===== src/rtl/muldiv_pkg.sv =====
package muldiv_pkg;

    typedef enum logic [2:0] {
        OP_MUL_S = 3'd0,
        OP_MUL_U = 3'd1,
        OP_MAC_S = 3'd2,
        OP_MAC_U = 3'd3,
        OP_DIV_S = 3'd4,
        OP_DIV_U = 3'd5,
        OP_RSV_A = 3'd6,
        OP_RSV_B = 3'd7
    } mdu_op_e;

    typedef enum logic [1:0] {
        CLS_MUL  = 2'd0,
        CLS_MAC  = 2'd1,
        CLS_DIV  = 2'd2,
        CLS_NONE = 2'd3
    } mdu_cls_e;

    function automatic mdu_cls_e op_class(input logic [2:0] op);
        return mdu_cls_e'(op[2:1]);
    endfunction

    function automatic logic op_unsigned(input logic [2:0] op);
        return op[0];
    endfunction

endpackage


===== src/rtl/mdu_mul_array.sv =====
module mdu_mul_array #(
    parameter int W = 32
) (
    input  logic           clk,
    input  logic           rst,
    input  logic           start,
    input  logic           uns,
    input  logic           b_short,
    input  logic [W-1:0]   a,
    input  logic [W-1:0]   b,
    output logic [2*W-1:0] prod
);
    localparam int HW = W / 2;
    localparam int AW = W + HW + 2;

    logic [W:0]       a_q;
    logic [HW:0]      bh_q;
    logic [2*W-1:0]   part_q;
    logic [W:0]       a_ext;
    logic [HW:0]      b_lo_ext;
    logic [HW:0]      b_hi_ext;
    logic [W:0]       opa;
    logic [HW:0]      opb;
    logic signed [AW-1:0] arr;
    logic [2*W-1:0]   arr_ext;

    assign a_ext    = {~uns & a[W-1], a};
    assign b_lo_ext = {~uns & b_short & b[HW-1], b[HW-1:0]};
    assign b_hi_ext = {~uns & b[W-1], b[W-1:HW]};

    // the single array: low half on the accepting cycle, high half after
    assign opa = start ? a_ext : a_q;
    assign opb = start ? b_lo_ext : bh_q;
    assign arr = $signed(opa) * $signed(opb);
    assign arr_ext = {{(2*W-AW){arr[AW-1]}}, arr};

    assign prod = start ? arr_ext : part_q + (arr_ext << HW);

    always_ff @(posedge clk) begin
        if (rst) begin
            a_q    <= '0;
            bh_q   <= '0;
            part_q <= '0;
        end else if (start) begin
            a_q    <= a_ext;
            bh_q   <= b_hi_ext;
            part_q <= arr_ext;
        end
    end
endmodule


===== src/rtl/mdu_mul_iter.sv =====
module mdu_mul_iter #(
    parameter int W = 32
) (
    input  logic           clk,
    input  logic           rst,
    input  logic           start,
    input  logic           step,
    input  logic           uns,
    input  logic [W-1:0]   a,
    input  logic [W-1:0]   b,
    output logic [2*W-1:0] prod
);
    logic [2*W-1:0] acc_q, mc_q;
    logic [W-1:0]   mp_q;
    logic           neg_q;
    logic [W-1:0]   mag_a, mag_b;
    logic [2*W-1:0] s_acc, s_mc, n_acc, n_mc;
    logic [W-1:0]   s_mp, n_mp;
    logic           s_neg;

    assign mag_a = (!uns && a[W-1]) ? -a : a;
    assign mag_b = (!uns && b[W-1]) ? -b : b;

    assign s_acc = start ? '0 : acc_q;
    assign s_mc  = start ? {{W{1'b0}}, mag_a} : mc_q;
    assign s_mp  = start ? mag_b : mp_q;
    assign s_neg = start ? (!uns && (a[W-1] ^ b[W-1])) : neg_q;

    // one multiplier bit per step
    assign n_acc = s_acc + (s_mp[0] ? s_mc : '0);
    assign n_mc  = s_mc << 1;
    assign n_mp  = s_mp >> 1;

    assign prod = s_neg ? -n_acc : n_acc;

    always_ff @(posedge clk) begin
        if (rst) begin
            acc_q <= '0;
            mc_q  <= '0;
            mp_q  <= '0;
            neg_q <= 1'b0;
        end else if (start || step) begin
            acc_q <= n_acc;
            mc_q  <= n_mc;
            mp_q  <= n_mp;
            neg_q <= s_neg;
        end
    end
endmodule


===== src/rtl/mdu_div_iter.sv =====
module mdu_div_iter #(
    parameter int W   = 32,
    parameter int LAT = 25
) (
    input  logic         clk,
    input  logic         rst,
    input  logic         start,
    input  logic         uns,
    input  logic [W-1:0] a,
    input  logic [W-1:0] b,
    output logic [W-1:0] quo,
    output logic [W-1:0] rem
);
    // bits per clock chosen so the whole quotient is ready before edge LAT
    localparam int DSTEP = (W + LAT - 2) / (LAT - 1);
    localparam int NSTEP = W / DSTEP;
    localparam int CW    = $clog2(NSTEP + 1);

    logic [W-1:0]  rem_q, quo_q, dv_q;
    logic          negq_q, negr_q;
    logic [CW-1:0] left_q;
    logic [W-1:0]  mag_a, mag_b;
    logic [W-1:0]  s_rem, s_quo, s_dv;
    logic [W-1:0]  n_rem, n_quo;

    assign mag_a = (!uns && a[W-1]) ? -a : a;
    assign mag_b = (!uns && b[W-1]) ? -b : b;

    assign s_rem = start ? '0 : rem_q;
    assign s_quo = start ? mag_a : quo_q;
    assign s_dv  = start ? mag_b : dv_q;

    always_comb begin
        logic [W:0] t;
        n_rem = s_rem;
        n_quo = s_quo;
        for (int k = 0; k < DSTEP; k++) begin
            t     = {n_rem, n_quo[W-1]};
            n_quo = {n_quo[W-2:0], 1'b0};
            if (t >= {1'b0, s_dv}) begin
                t        = t - {1'b0, s_dv};
                n_quo[0] = 1'b1;
            end
            n_rem = t[W-1:0];
        end
    end

    assign quo = negq_q ? -quo_q : quo_q;
    assign rem = negr_q ? -rem_q : rem_q;

    always_ff @(posedge clk) begin
        if (rst) begin
            rem_q  <= '0;
            quo_q  <= '0;
            dv_q   <= '0;
            negq_q <= 1'b0;
            negr_q <= 1'b0;
            left_q <= '0;
        end else if (start) begin
            rem_q  <= n_rem;
            quo_q  <= n_quo;
            dv_q   <= mag_b;
            negq_q <= !uns && (a[W-1] ^ b[W-1]);
            negr_q <= !uns && a[W-1];
            left_q <= CW'(NSTEP - 1);
        end else if (left_q != '0) begin
            rem_q  <= n_rem;
            quo_q  <= n_quo;
            left_q <= left_q - CW'(1);
        end
    end
endmodule


===== src/rtl/muldiv_unit.sv =====
module muldiv_unit
    import muldiv_pkg::*;
#(
    parameter int W          = 32,
    parameter int FAST_BUILD = 1,
    parameter int DIV_LAT    = 25
) (
    input  logic         clk,
    input  logic         rst,
    input  logic         req_valid,
    output logic         req_ready,
    input  logic [2:0]   req_op,
    input  logic [W-1:0] src_a,
    input  logic [W-1:0] src_b,
    input  logic         rd_req,
    output logic         rd_stall,
    output logic         busy,
    output logic [W-1:0] hi,
    output logic [W-1:0] lo
);
    localparam int HW      = W / 2;
    localparam int MUL_LAT = (FAST_BUILD != 0) ? 2 : W;
    localparam int LAT_MAX = (MUL_LAT > DIV_LAT) ? MUL_LAT : DIV_LAT;
    localparam int LW      = $clog2(LAT_MAX + 1);

    mdu_cls_e       cls_in, cls_q, wr_cls;
    logic           uns_in, b_short, issue, busy_q;
    logic [LW-1:0]  cnt_q, lat_q, issue_lat;
    logic [2*W-1:0] prod, hilo_q, wr_val;
    logic [W-1:0]   div_q, div_r;
    logic [HW-1:0]  b_top;

    assign cls_in = op_class(req_op);
    assign uns_in = op_unsigned(req_op);
    assign issue  = req_valid && !busy_q;

    assign b_top   = src_b[W-1:HW];
    assign b_short = uns_in ? (b_top == '0) : (b_top == {HW{src_b[HW-1]}});

    always_comb begin
        case (cls_in)
            CLS_MUL, CLS_MAC: begin
                if (FAST_BUILD != 0) issue_lat = b_short ? LW'(1) : LW'(2);
                else                 issue_lat = LW'(MUL_LAT);
            end
            CLS_DIV: issue_lat = LW'(DIV_LAT);
            default: issue_lat = '0;
        endcase
    end

    generate
        if (FAST_BUILD != 0) begin : g_fast
            mdu_mul_array #(.W(W)) u_mul (
                .clk    (clk),
                .rst    (rst),
                .start  (issue && !req_op[2]),
                .uns    (uns_in),
                .b_short(b_short),
                .a      (src_a),
                .b      (src_b),
                .prod   (prod)
            );
        end else begin : g_small
            mdu_mul_iter #(.W(W)) u_mul (
                .clk  (clk),
                .rst  (rst),
                .start(issue && !req_op[2]),
                .step (busy_q),
                .uns  (uns_in),
                .a    (src_a),
                .b    (src_b),
                .prod (prod)
            );
        end
    endgenerate

    mdu_div_iter #(.W(W), .LAT(DIV_LAT)) u_div (
        .clk  (clk),
        .rst  (rst),
        .start(issue && (cls_in == CLS_DIV)),
        .uns  (uns_in),
        .a    (src_a),
        .b    (src_b),
        .quo  (div_q),
        .rem  (div_r)
    );

    assign wr_cls = busy_q ? cls_q : cls_in;

    always_comb begin
        case (wr_cls)
            CLS_MAC: wr_val = hilo_q + prod;
            CLS_DIV: wr_val = {div_r, div_q};
            default: wr_val = prod;
        endcase
    end

    always_ff @(posedge clk) begin
        if (rst) begin
            busy_q <= 1'b0;
            cnt_q  <= '0;
            lat_q  <= '0;
            cls_q  <= CLS_NONE;
            hilo_q <= '0;
        end else if (issue) begin
            cls_q  <= cls_in;
            lat_q  <= issue_lat;
            cnt_q  <= LW'(1);
            busy_q <= (issue_lat > LW'(1));
            if (issue_lat == LW'(1)) hilo_q <= wr_val;
        end else if (busy_q) begin
            if (cnt_q == lat_q - LW'(1)) begin
                busy_q <= 1'b0;
                hilo_q <= wr_val;
            end else begin
                cnt_q <= cnt_q + LW'(1);
            end
        end
    end

    assign req_ready = !busy_q;
    assign busy      = busy_q;
    assign rd_stall  = rd_req && busy_q;
    assign hi        = hilo_q[2*W-1:W];
    assign lo        = hilo_q[W-1:0];
endmodule


===== config.mk =====
export PLATFORM = sky130hd
export DESIGN_NAME = muldiv_unit
export DESIGN_NICKNAME = d
export VERILOG_FILES = /design/src/rtl/muldiv_pkg.sv /design/src/rtl/mdu_mul_array.sv /design/src/rtl/mdu_mul_iter.sv /design/src/rtl/mdu_div_iter.sv /design/src/rtl/muldiv_unit.sv
export SDC_FILE = /design/constraint.sdc
export NUM_CORES = 2
export LEC_CHECK = 0
export ABC_AREA = 1
export BUFFER_PORTS_ARGS = -buffer_cell sky130_fd_sc_hd__buf_4
export CAP_MARGIN = 10
export CORE_ASPECT_RATIO = 0.8
export CORE_MARGIN = 1.5
export CORE_UTILIZATION = 60
export CTS_BUF_LIST = sky130_fd_sc_hd__clkbuf_8 sky130_fd_sc_hd__clkbuf_16
export DETAILED_ROUTE_END_ITERATION = 12
export PLACE_DENSITY = 0.87
export RECOVER_POWER = 25
export SLEW_MARGIN = 40
export SYNTH_ARGS = -nofsm -noshare
export SYNTH_HDL_FRONTEND = slang
export SYNTH_SLANG_ARGS = --single-unit

===== constraint.sdc =====
create_clock -name clk -period 12.7 [get_ports clk]
set_input_delay 2.54 -clock clk [delete_from_list [all_inputs] [get_ports clk]]
set_output_delay 2.54 -clock clk [all_outputs]
set_load 0.03 [all_outputs]

==> metrics <==
status=finished, final reports clean; Worst Setup EP=hilo_q[58]; WL met1=71,390 um; share of cells above drive strength 1=0.1579; Die X=309.7 um; setup ws final=0.3549 ns; CTS tree=yes; drt via density=5.951; Worst R2R Start=busy; CP top delay family=adder cells; syn avg cell area=6.787 sq um; IO Port Bufs=137; Sw Pwr=7707 uW; worst skew pair latency=0.60 ns; skew final=0.02696 ns; RSZ-0062 raised after global routing=yes; flop-to-flop setup slack=1.78 ns; most frequent cells in the layout=nand2_1, inv_1, buf_4; post-synth top area share=0.2394; Worst EP arrival=12.78 ns; Slew HR=0.3063; power density cells=257.5 nW/um^2; met3 WL=32,400 um; H-tree Lvls=2; number of synthesized flops with an enable pin=0; CP Class=in2reg; Yosys reg bits=278; global placer's final weighted congestion=1.120; per-cell routed wire length=21.66 um; CP peak stage delay=0.51 ns; Slew Viols, Final=0; Net Sw Frac=0.5520; worst vdd ir=0.3026 mV; Critical R2R Capture=hilo_q[58]; die area=76,920 sq um; DRC=0; core area=74,160 sq um; period utilisation layout=0.9721; stages on the worst setup path=58; final setup vio count=0; post-synthesis sequential area ratio=0.1232; die height=248.4 um; CTS Buf Count=34; setup TNS=0 ns; Pleak=0.02649 uW; Max Clk Rate=81.00 MHz; sequential power share=0.085; Primary FF master, synth=dfxtp_1; Synth area leaders=fa_1, dfxtp_1, nand2_1; routed wire length=181,700 um; number of DRC markers in iteration 0=6,897; Hold Buf Count CTS=0; clk sinks=278; Tot Pwr=13,960 uW; largest net degree at the start of global routing=177; Internal Power=6255 uW; Tmin final=12.35 ns; distinct cell type count after synthesis=60; met2 wire length=70,230 um; Clock Tree Buf Depth=3; Area Overhead vs Synth=20.09%; CP endpoint kind=flip-flop; final core occ=0.7312; Initial DRT Pass Iterations=7; post-route cell area=54,230 sq um; top layer in use=met5; GRT Overall Usage=0.4684; Clock power frac=0.076; combinational share of power=0.839; pre-CTS WS=-0.4550 ns; Clock transition at path regs=0.06 ns; Mapped Nets=7,567; CP dominant cell by count=nand2_1; min-delay worst type=reg2reg; Synth Instances=6,653; R2R cell count=61; asr flop ratio synth=0; GR Overflow Total=0; Worst Setup SP=req_valid; CP max stage cell=fa_1; vias in the first global route=47,605; first-pass GRT wire length=274,100 um; most common cell after layout, fill and taps aside=nand2_1; Synth Warn #=0; DP Area=52,590 sq um; Root Driver=clkbuf_16; final antenna-violating net count=0; Final Hold Viols=0; effective utilization at floorplan=0.6089; CP Data Required Time=13.13 ns; critical-path maximum fanout=12; Nets=8,275; Least-Margin Pin Slew=1.030 ns; routed vias=49,911; Post-Syn Area=45,160 sq um; initial antenna violation count=3; MaxCap Viol Count=0; leading area contributor after synthesis=fa_1; startpoint types=input port; Std-Cell Rows=89; CP bufs+invs=16; io pins=138; hpwl dp=149,800 um
## layout make-up
cell class / count / area, sq um
Timing Repair Buffer: 885 / 7074
Inverter: 1158 / 4358
Multi-Input combinational cell: 5004 / 34810
Antenna cell: 2 / 5.005
Sequential cell: 278 / 5567
Clock inverter: 18 / 198.9
Tap cell: 1001 / 1252
Clock buffer: 41 / 958.4
Fill cell: 6174 / 19940
## power by group through the flow
stage	clock [uW]	combinational (uW)	sequential (uW)
after floorplan	0	6210	1200
after global placement	0	10800	1180
after detailed placement	0	11000	1190
after CTS	1060	11000	1170
after global routing	1090	12600	1190
final	1070	11700	1180
## layer usage
metal | global-route usage | vias up
li1 | - | 22585
met4 | 0.1685 | 4
met3 | 0.2156 | 532
met5 | 0.01194 | -
met1 | 0.6380 | 23249
met2 | 0.6448 | 3541
## Yosys cell counts, types with 3 or more instances
library cell  number
nor3_1            64
buf_1             11
inv_1           1128
dfxtp_1          278
nand4_1           35
o21bai_1          24
a31o_2             3
o2111ai_1          3
a31oi_1           66
nor4_1            28
o22ai_1           15
nor2_2             3
nand2_1         1365
a211oi_1          15
o311ai_0           4
inv_2              9
fa_1             540
ha_1             303
o211ai_1          42
nand3_1          240
o31ai_1            3
a22oi_1           30
a21o_1            37
clkbuf_1         179
nor3b_1            3
nor3_2             8
a221oi_1           7
nand3b_1          16
or2_2             72
mux2i_1            4
nor2_1           793
nand2_2            5
o21ai_1           26
clkinv_1          21
o21ai_2           21
nand3_2            4
o21ai_0          446
a21boi_0           9
xnor2_1           59
xor2_1            92
buf_6              3
a21oi_1          575
o21a_1            21
buf_2             19
## stage by stage
step           instances  hold WS (ns)
2_1_floorplan       6653        0.4235
3_3_place_gp        8318        0.4303
3_5_place_dp        8318        0.4397
4_1_cts             8377        0.4474
5_1_grt             8385        0.4810
6_report            8387        0.4636
## sequential cells by signal (all words and copies together) (netlist names)
register and count:
g_fast.u_mul.part_q 50, u_div.negq_q 1, busy 1, cls_q 2, hilo_q 64, u_div.left_q 5
lat_q 3, u_div.dv_q 32, u_div.quo_q 32, g_fast.u_mul.a_q 33, g_fast.u_mul.bh_q 17, u_div.negr_q 1
cnt_q 5, u_div.rem_q 32
## worst min-delay path by stage
stage / depth (start not counted) / endpoint / startpoint
after global placement: 2 / u_div.left_q[4] / u_div.left_q[4]
after global routing: 2 / u_div.quo_q[6] / u_div.quo_q[6]
after detailed placement: 2 / u_div.left_q[4] / u_div.left_q[4]
final: 2 / u_div.left_q[4] / u_div.left_q[4]
after CTS: 2 / u_div.left_q[4] / u_div.left_q[4]
after floorplan: 2 / u_div.left_q[4] / u_div.left_q[4]
## cells by family (layout without fill, tap and decap cells)
kind of cell	count (synthesis)	count (layout)	synth area share
AOI/OAI and AO/OA	1359	1359	0.1671
adders and majority gates	843	843	0.3234
xor gates and xnor gates	151	151	0.02929
muxes	4	4	0.0008867
buffers and inverters	1371	2102	0.1151
DFF	278	278	0.1232
and+or+nand+nor	2647	2647	0.2410
other	0	2	0
## worst reg2reg max path, delay by kind of cell (launching register included)
kind,cells,cell delay [ns]
AOI/OAI and AO/OA,11,1.53
adders and majority gates,9,3.77
buffers and inverters,17,1.99
DFF,1,0.47
and+or+nand+nor,24,3.02
## what timing repair did
item | 4_1_cts | 5_1_grt
resized for setup | 0 | 106
setup buffers | 0 | 7
setup endpoints to repair | 0 | 22
Note: power is estimated with default switching activity, not from simulation.
